`src/rtl/lvt_pkg.sv`:
```
`timescale 1ns/1ps
package lvt_pkg;

  localparam logic [11:0] SPUR_OFS   = 12'h0F0;
  localparam logic [11:0] ESR_OFS    = 12'h280;
  localparam logic [11:0] ENT_BASE   = 12'h350;
  localparam logic [11:0] ENT_STRIDE = 12'h010;

  localparam logic [2:0] DM_FIXED  = 3'b000;
  localparam logic [2:0] DM_SMI    = 3'b010;
  localparam logic [2:0] DM_NMI    = 3'b100;
  localparam logic [2:0] DM_INIT   = 3'b101;
  localparam logic [2:0] DM_EXTINT = 3'b111;

  // Stored fields of one pin entry (word bits 16, 15, 13, 10:8, 7:0)
  typedef struct packed {
    logic       mask;
    logic       lvl;
    logic       act_low;
    logic [2:0] mode;
    logic [7:0] vec;
  } lvt_ent_t;

  localparam lvt_ent_t ENT_RESET = '{mask: 1'b1, lvl: 1'b0, act_low: 1'b0,
                                     mode: 3'b000, vec: 8'h00};

  function automatic logic mode_legal(input logic [2:0] m);
    return (m == DM_FIXED) || (m == DM_SMI) || (m == DM_NMI) ||
           (m == DM_INIT)  || (m == DM_EXTINT);
  endfunction

  function automatic logic [31:0] ent_to_word(input lvt_ent_t e);
    return {15'd0, e.mask, e.lvl, 1'b0, e.act_low, 2'b00, e.mode, e.vec};
  endfunction

  function automatic lvt_ent_t word_to_ent(input logic [31:0] w);
    lvt_ent_t e;
    e.mask    = w[16];
    e.lvl     = w[15];
    e.act_low = w[13];
    e.mode    = w[10:8];
    e.vec     = w[7:0];
    return e;
  endfunction

endpackage

```
`src/rtl/lvt_regs.sv`:
```
`timescale 1ns/1ps
module lvt_regs
  import lvt_pkg::*;
#(
  parameter int NUM_PINS = 2,
  parameter bit HW_LOW3  = 1'b1
) (
  input  logic                    clk,
  input  logic                    rst_n,
  input  logic                    acc_en,
  input  logic                    acc_wr,
  input  logic [11:0]             acc_addr,
  input  logic [31:0]             acc_wdata,
  output logic [31:0]             acc_rdata,
  input  logic                    illvec_evt,
  output lvt_ent_t [NUM_PINS-1:0] ent_q,
  output logic                    sp_en_q,
  output logic [1:0]              err_lat_q,
  output logic [1:0]              esr_vis_q
);

  logic [NUM_PINS-1:0] ent_hit;
  logic                sp_hit, esr_hit, any_hit, bad_addr, esr_wr;
  logic [7:0]          sp_vec_q, sp_vec_d, sp_vec_rd;
  logic                sp_en_d;
  logic [1:0]          err_new, err_lat_d, esr_vis_d;

  genvar gi;
  generate
    for (gi = 0; gi < NUM_PINS; gi++) begin : g_ent
      localparam logic [11:0] OFS = 12'(ENT_BASE + ENT_STRIDE * gi);
      lvt_ent_t ent_d;
      assign ent_hit[gi] = (acc_addr == OFS);
      always_comb begin
        ent_d = ent_q[gi];
        if (acc_en && acc_wr && ent_hit[gi]) ent_d = word_to_ent(acc_wdata);
      end
      always_ff @(posedge clk or negedge rst_n) begin
        if (!rst_n) ent_q[gi] <= ENT_RESET;
        else        ent_q[gi] <= ent_d;
      end
    end
    if (HW_LOW3) begin : g_low3
      assign sp_vec_rd = {sp_vec_q[7:3], 3'b111};
    end else begin : g_full
      assign sp_vec_rd = sp_vec_q;
    end
  endgenerate

  assign sp_hit   = (acc_addr == SPUR_OFS);
  assign esr_hit  = (acc_addr == ESR_OFS);
  assign any_hit  = sp_hit | esr_hit | (|ent_hit);
  assign bad_addr = acc_en & ~any_hit;
  assign esr_wr   = acc_en & acc_wr & esr_hit;
  assign err_new  = {bad_addr, illvec_evt};

  always_comb begin
    sp_vec_d = sp_vec_q;
    sp_en_d  = sp_en_q;
    if (acc_en && acc_wr && sp_hit) begin
      sp_vec_d = acc_wdata[7:0];
      sp_en_d  = acc_wdata[8];
    end
    esr_vis_d = esr_wr ? err_lat_q : esr_vis_q;
    err_lat_d = esr_wr ? err_new : (err_lat_q | err_new);
  end

  always_ff @(posedge clk or negedge rst_n) begin
    if (!rst_n) begin
      sp_vec_q  <= 8'hFF;
      sp_en_q   <= 1'b0;
      esr_vis_q <= 2'b00;
      err_lat_q <= 2'b00;
    end else begin
      sp_vec_q  <= sp_vec_d;
      sp_en_q   <= sp_en_d;
      esr_vis_q <= esr_vis_d;
      err_lat_q <= err_lat_d;
    end
  end

  always_comb begin
    acc_rdata = 32'd0;
    if (sp_hit)  acc_rdata = {23'd0, sp_en_q, sp_vec_rd};
    if (esr_hit) acc_rdata = {30'd0, esr_vis_q};
    for (int i = 0; i < NUM_PINS; i++)
      if (ent_hit[i]) acc_rdata = ent_to_word(ent_q[i]);
  end

endmodule

```
`src/rtl/lvt_pin_det.sv`:
```
`timescale 1ns/1ps
module lvt_pin_det #(
  parameter int SYNC_STAGES = 2
) (
  input  logic clk,
  input  logic rst_n,
  input  logic pin,
  input  logic act_low,
  output logic active,
  output logic edge_evt
);

  logic [SYNC_STAGES-1:0] sync_q, sync_d;
  logic                   prev_q;

  always_comb begin
    sync_d = {sync_q[SYNC_STAGES-2:0], pin};
    active = sync_q[SYNC_STAGES-1] ^ act_low;
    edge_evt = active & ~prev_q;
  end

  always_ff @(posedge clk or negedge rst_n) begin
    if (!rst_n) begin
      sync_q <= '0;
      prev_q <= 1'b0;
    end else begin
      sync_q <= sync_d;
      prev_q <= active;
    end
  end

endmodule

```
`src/rtl/lvt_arb.sv`:
```
`timescale 1ns/1ps
module lvt_arb
  import lvt_pkg::*;
#(
  parameter int NUM_PINS = 2,
  localparam int IDX_W   = (NUM_PINS > 1) ? $clog2(NUM_PINS) : 1
) (
  input  logic                    clk,
  input  logic                    rst_n,
  input  lvt_ent_t [NUM_PINS-1:0] ent,
  input  logic [NUM_PINS-1:0]     allow,
  input  logic [NUM_PINS-1:0]     lvl_mode,
  input  logic [NUM_PINS-1:0]     active,
  input  logic [NUM_PINS-1:0]     edge_evt,
  output logic                    illvec_evt,
  output logic                    req_valid,
  output logic [2:0]              req_kind,
  output logic [7:0]              req_vector,
  output logic [IDX_W-1:0]        req_pin
);

  logic [NUM_PINS-1:0] pend_q, pend_d, cand, grant;
  logic                found, issue, low_vec, is_fixed;
  logic [IDX_W-1:0]    idx;

  assign cand = pend_q & allow;

  always_comb begin
    found = 1'b0;
    idx   = '0;
    for (int i = NUM_PINS - 1; i >= 0; i--) begin
      if (cand[i]) begin
        found = 1'b1;
        idx   = IDX_W'(i);
      end
    end
    grant    = found ? (NUM_PINS'(1) << idx) : '0;
    is_fixed = (ent[idx].mode == DM_FIXED);
    low_vec  = (ent[idx].vec[7:5] == 3'b000);
    illvec_evt = found & is_fixed & low_vec;
    issue    = found & mode_legal(ent[idx].mode) & ~(is_fixed & low_vec);
    for (int i = 0; i < NUM_PINS; i++) begin
      if (!allow[i])        pend_d[i] = 1'b0;
      else if (lvl_mode[i]) pend_d[i] = active[i];
      else                  pend_d[i] = (pend_q[i] & ~grant[i]) | edge_evt[i];
    end
  end

  always_ff @(posedge clk or negedge rst_n) begin
    if (!rst_n) begin
      pend_q     <= '0;
      req_valid  <= 1'b0;
      req_kind   <= 3'b000;
      req_vector <= 8'h00;
      req_pin    <= '0;
    end else begin
      pend_q    <= pend_d;
      req_valid <= issue;
      if (issue) begin
        req_kind   <= ent[idx].mode;
        req_vector <= ent[idx].vec;
        req_pin    <= idx;
      end
    end
  end

endmodule

```
`src/rtl/lvt_unit.sv`:
```
`timescale 1ns/1ps
module lvt_unit
  import lvt_pkg::*;
#(
  parameter int NUM_PINS    = 2,
  parameter int SYNC_STAGES = 2,
  parameter bit HW_LOW3     = 1'b1,
  localparam int IDX_W      = (NUM_PINS > 1) ? $clog2(NUM_PINS) : 1
) (
  input  logic                clk,
  input  logic                rst_n,
  input  logic                acc_en,
  input  logic                acc_wr,
  input  logic [11:0]         acc_addr,
  input  logic [31:0]         acc_wdata,
  output logic [31:0]         acc_rdata,
  input  logic [NUM_PINS-1:0] pin_in,
  output logic                req_valid,
  output logic [2:0]          req_kind,
  output logic [7:0]          req_vector,
  output logic [IDX_W-1:0]    req_pin
);

  logic                    rst_meta_q, rst_s_n;
  lvt_ent_t [NUM_PINS-1:0] ent_q;
  logic                    sp_en_q, illvec_evt;
  logic [1:0]              err_lat_q, esr_vis_q;
  logic [NUM_PINS-1:0]     allow, lvl_mode, active, edge_evt, ent_mask;

  always_ff @(posedge clk or negedge rst_n) begin
    if (!rst_n) begin
      rst_meta_q <= 1'b0;
      rst_s_n    <= 1'b0;
    end else begin
      rst_meta_q <= 1'b1;
      rst_s_n    <= rst_meta_q;
    end
  end

  lvt_regs #(.NUM_PINS(NUM_PINS), .HW_LOW3(HW_LOW3)) u_regs (
    .clk(clk), .rst_n(rst_s_n), .acc_en(acc_en), .acc_wr(acc_wr),
    .acc_addr(acc_addr), .acc_wdata(acc_wdata), .acc_rdata(acc_rdata),
    .illvec_evt(illvec_evt), .ent_q(ent_q), .sp_en_q(sp_en_q),
    .err_lat_q(err_lat_q), .esr_vis_q(esr_vis_q)
  );

  genvar gi;
  generate
    for (gi = 0; gi < NUM_PINS; gi++) begin : g_pin
      assign ent_mask[gi] = ent_q[gi].mask;
      assign allow[gi]    = sp_en_q & ~ent_q[gi].mask;
      assign lvl_mode[gi] = ent_q[gi].lvl & (ent_q[gi].mode == DM_FIXED);
      lvt_pin_det #(.SYNC_STAGES(SYNC_STAGES)) u_det (
        .clk(clk), .rst_n(rst_s_n), .pin(pin_in[gi]),
        .act_low(ent_q[gi].act_low), .active(active[gi]),
        .edge_evt(edge_evt[gi])
      );
    end
  endgenerate

  lvt_arb #(.NUM_PINS(NUM_PINS)) u_arb (
    .clk(clk), .rst_n(rst_s_n), .ent(ent_q), .allow(allow),
    .lvl_mode(lvl_mode), .active(active), .edge_evt(edge_evt),
    .illvec_evt(illvec_evt), .req_valid(req_valid), .req_kind(req_kind),
    .req_vector(req_vector), .req_pin(req_pin)
  );

endmodule

```
`config.mk`:
```
export PLATFORM = sky130hd
export DESIGN_NAME = lvt_unit
export DESIGN_NICKNAME = d
export VERILOG_FILES = /design/src/rtl/lvt_pkg.sv /design/src/rtl/lvt_regs.sv /design/src/rtl/lvt_pin_det.sv /design/src/rtl/lvt_arb.sv /design/src/rtl/lvt_unit.sv
export SDC_FILE = /design/constraint.sdc
export NUM_CORES = 1
export LEC_CHECK = 0
export BUFFER_PORTS_ARGS = -buffer_cell sky130_fd_sc_hd__buf_2
export CAP_MARGIN = 20
export CELL_PAD_IN_SITES_DETAIL_PLACEMENT = 0
export CELL_PAD_IN_SITES_GLOBAL_PLACEMENT = 1
export CORE_UTILIZATION = 41
export CTS_BUF_LIST = sky130_fd_sc_hd__clkbuf_8
export CTS_CLUSTER_DIAMETER = 60
export DETAILED_ROUTE_END_ITERATION = 7
export MAX_ROUTING_LAYER = met4
export PLACE_DENSITY_LB_ADDON = 0.1
export SETUP_SLACK_MARGIN = 0.4
export SYNTH_ARGS = -nofsm -noshare
export SYNTH_HDL_FRONTEND = slang
export SYNTH_SLANG_ARGS = --single-unit
```
`constraint.sdc`:
```
create_clock -name clk -period 2.1 [get_ports clk]
set_input_delay 0.42 -clock clk [delete_from_list [all_inputs] [get_ports clk]]
set_output_delay 0.42 -clock clk [all_outputs]
set_load 0.01 [all_outputs]
```
==> reports/qor.yml <==
yosys:
  synthArstFlopShare_pct: 100.0
  synth_largest_area_cell: "dfrtp_1"
  ys.flop_type: "dfrtp_1"
  synth-seq-cells: 61
  yosysSeqAreaShare_pct: 50.64
  avgSynthCellArea_um2: 12.63
  ys_top_cells_by_area: "dfrtp_1 45%, mux2_2 18%, dfstp_2 6.1%"
  netlist_area_um2: 3032
  post-synth-top-count-cell: "dfrtp_1"
  synth.top_cell.area_share_pct: 44.57
  synth_edf_count: 0
  synthCells: 240
  ys_types: 46
  ys_top_cells_by_count: "54 x dfrtp_1, 48 x mux2_2, 21 x buf_4"
  yosys_warnings: 0
pwr:
  p_seq_share_pct: 50.1
  clkPwrFrac_pct: 44.5
  switchingPower_w: 0.0005185
  p_int_w: 0.001874
  p_comb_share_pct: 5.4
  p_total_w: 0.002393
  p_leak_nw: 2.127
  power_density_nw_per_um2: 551.4
  switching_share_pct: 21.67
  ir_worst_vdd_v: 0.0003478
sta:
  fin_hold_ws_ns: 0.1934
  finalSetupViolations: 12
  tns_ns: -1.060
  clock_skew_ns: 0.01016
  max_freq_mhz: 445.8
  slew_viol_final: 0
  worst_pin_slew_ns: 0.5649
  period_minus_slack_ns: 2.243
  fin_crit_sh_pct: 106.8
  setup_ws_ns: -0.1433
  rsz0062_at_grt: "true"
  slew_headroom_pct: 62.34
  hold_viol: 0
finish:
  syn2layout_area_growth_pct: 43.13
  finish.net_count: 397
  final_cells: 447
  fill_cells: 605
  drive_above_1_share_pct: 59.26
  antenna_cells: 0
die:
  die_area_um2: 7742
  dieHeight_um: 87.99
  rows: 30
  initial_core_util_pct: 43.42
  ioPinCount: 95
  chipWidth_um: 87.99
  fp.coreArea_um2: 6982
clock_tree:
  cts.sinks: 61
  cts_buffers: 9
  cts_tree: "built"
  clk_pin_slew_ns: 0.07
  clk_latency_ns: 0.33
  htreeDepth: 3
  cts_buffer_depth: 2
  cts_root_buf: "clkbuf_8"
critical_path:
  worst-r2r-cell-count: 5
  crit_end: "acc_rdata[7]"
  crit_slowest_cell: "or4_4"
  cp.depth: 7
  worstPathBufferInverterCount: 3
  crit_path_cell_trace: "buf_6 -> or4_4 -> nor4_4 -> buf_4 -> a32oi_1 -> nand2_1 -> buf_2"
  crit_path_end_kind: "primary output"
  reg2reg_slack_ns: 0.25
  path_max_fanout: 7
  r2r_end: "u_arb.req_vector[0]$_DFFE_PN0P_"
  required_ns: 1.68
  path_delay_family: "simple AND/OR/NAND/NOR gates"
  cpPeakStageDelay_ns: 0.55
  crit_start: "acc_addr[1]"
  start_kind: "primary input"
  arrival_ns: 1.82
  reg2reg_from: "u_regs.ent_q[19]$_DFFE_PN0P_"
  critPathKind: "primary input to primary output"
global_route:
  track_usage_pct: 21.48
  gr-total-overflow: 0
  grt_pass1_vias: 2322
  grt_start_max_net_pins: 36
  grt_pass1_wl_mm: 11.79
  antenna_found_initial: 0
placement:
  place.port_buffers: 58
  dp_hpwl_mm: 4.985
  dp_cells: 413
  post-place-ws_ns: -0.1671
  gp_congestion: 0.8474
route:
  drc: 0
  ant_nets: 0
  routedWlPerCell_um: 16.68
  drt-initial-drc-count: 68
  drtPass1Iterations: 4
  via_count: 2277
  totalWireLength_mm: 7.454
  vias_per_cell: 5.094
status:
  violations: "setup timing"
  outcome: "finished, violations left"
min_path:
  min_path_cells: 1
  hold_path_class: "primary input to register"
job:
  maxCapViolCount: 0
## flip-flops by register name (all words and copies together), names as in the netlist
signal / flops
u_arb.req_vector: 8
u_arb.req_kind: 3
rst_meta_q: 1
u_arb.pend_q: 2
u_regs.sp_vec_q: 5
u_arb.req_pin: 1
g_pin.u_det.prev_q: 2
u_regs.ent_q: 28
u_arb.req_valid: 1
u_regs.esr_vis_q: 2
g_pin.u_det.sync_q: 4
u_regs.sp_en_q: 1
u_regs.err_lat_q: 2
rst_s_n: 1
## worst min-delay path by stage
stage,startpoint,slack [ns],end
after floorplan,rst_n,0.12,rst_meta_q$_DFF_PN0_
after global placement,rst_n,0.20,rst_meta_q$_DFF_PN0_
after detailed placement,rst_n,0.21,rst_meta_q$_DFF_PN0_
after CTS,pin_in[0],0.18,g_pin[0].u_det.sync_q[0]$_DFF_PN0_
after global routing,pin_in[0],0.17,g_pin[0].u_det.sync_q[0]$_DFF_PN0_
final,pin_in[1],0.19,g_pin[1].u_det.sync_q[0]$_DFF_PN0_
## stage by stage
step                instance area (um2)  utilization, %
floorplan                          3324               -
global placement                   3784           54.19
detailed placement                 3784           54.19
CTS                                4255           60.95
global route                       4339           62.15
finish                             4339           62.15
## area by class of cell
class	instances	area [um2]	area share, %
Multi-Input combinational cell	166	1669	38.47
Sequential cell	61	1536	35.41
Tap cell	96	120.1	2.768
Clock buffer	12	165.2	3.806
Inverter	4	15.01	0.3460
Clock inverter	3	37.54	0.8651
Timing Repair Buffer	105	795.8	18.34
## routing by layer
metal | vias to the layer above | routed length (um) | track usage (%)
met4 | 0 | 55 | 5.961
met3 | 4 | 274 | 5.372
met1 | 1157 | 3305 | 25.40
met5 | - | 0 | -
met2 | 51 | 3818 | 36.22
li1 | 1065 | - | -
## logic make-up after synthesis
kind of cell	Yosys count	synth area share (%)
AOI/OAI and AO/OA	27	7.058
and+or+nand+nor	58	12.30
other	2	0.2477
buffers and inverters	31	6.562
muxes	59	22.62
xor gates and xnor gates	2	0.5779
DFF	61	50.64
## cell usage in the layout (no fill, tap or decap), drive strengths merged, types with 2 or more instances in the layout
cell type	synthesis	final
nand2	19	19
inv	4	6
nor3	3	3
mux2	58	58
dfrtp	54	54
o22ai	3	4
nor2	4	4
a21oi	4	4
nand3b	2	2
clkbuf	2	12
and2	2	2
dfstp	7	7
nand3	2	2
a32oi	9	9
or3	2	2
nor4bb	3	3
nand2b	2	2
buf	25	104
nor2b	4	4
nand4b	3	3
or4	2	2
o311ai	2	2
xor2	2	2
a22o	5	5
nor4	2	2
and4	2	2
conb	2	19
## power groups by stage
stage	Sequential (W)	Combinational, W	Clock (W)
floorplan	0.00123	0.0000641	0
global placement	0.00122	0.000117	0
detailed placement	0.00122	0.000119	0
CTS	0.00120	0.000128	0.00108
global route	0.00120	0.000143	0.00113
finish	0.00120	0.000129	0.00106
## repair_timing
item,CTS,global route
pin swaps,16,15
setup endpoints to repair,51,62
setup buffers,11,5
gates resized for setup,29,11
endpoints found under the hold margin,2,0
hold buffers,1,0
gates cloned,2,0
Power figures use the tool's default switching activity.
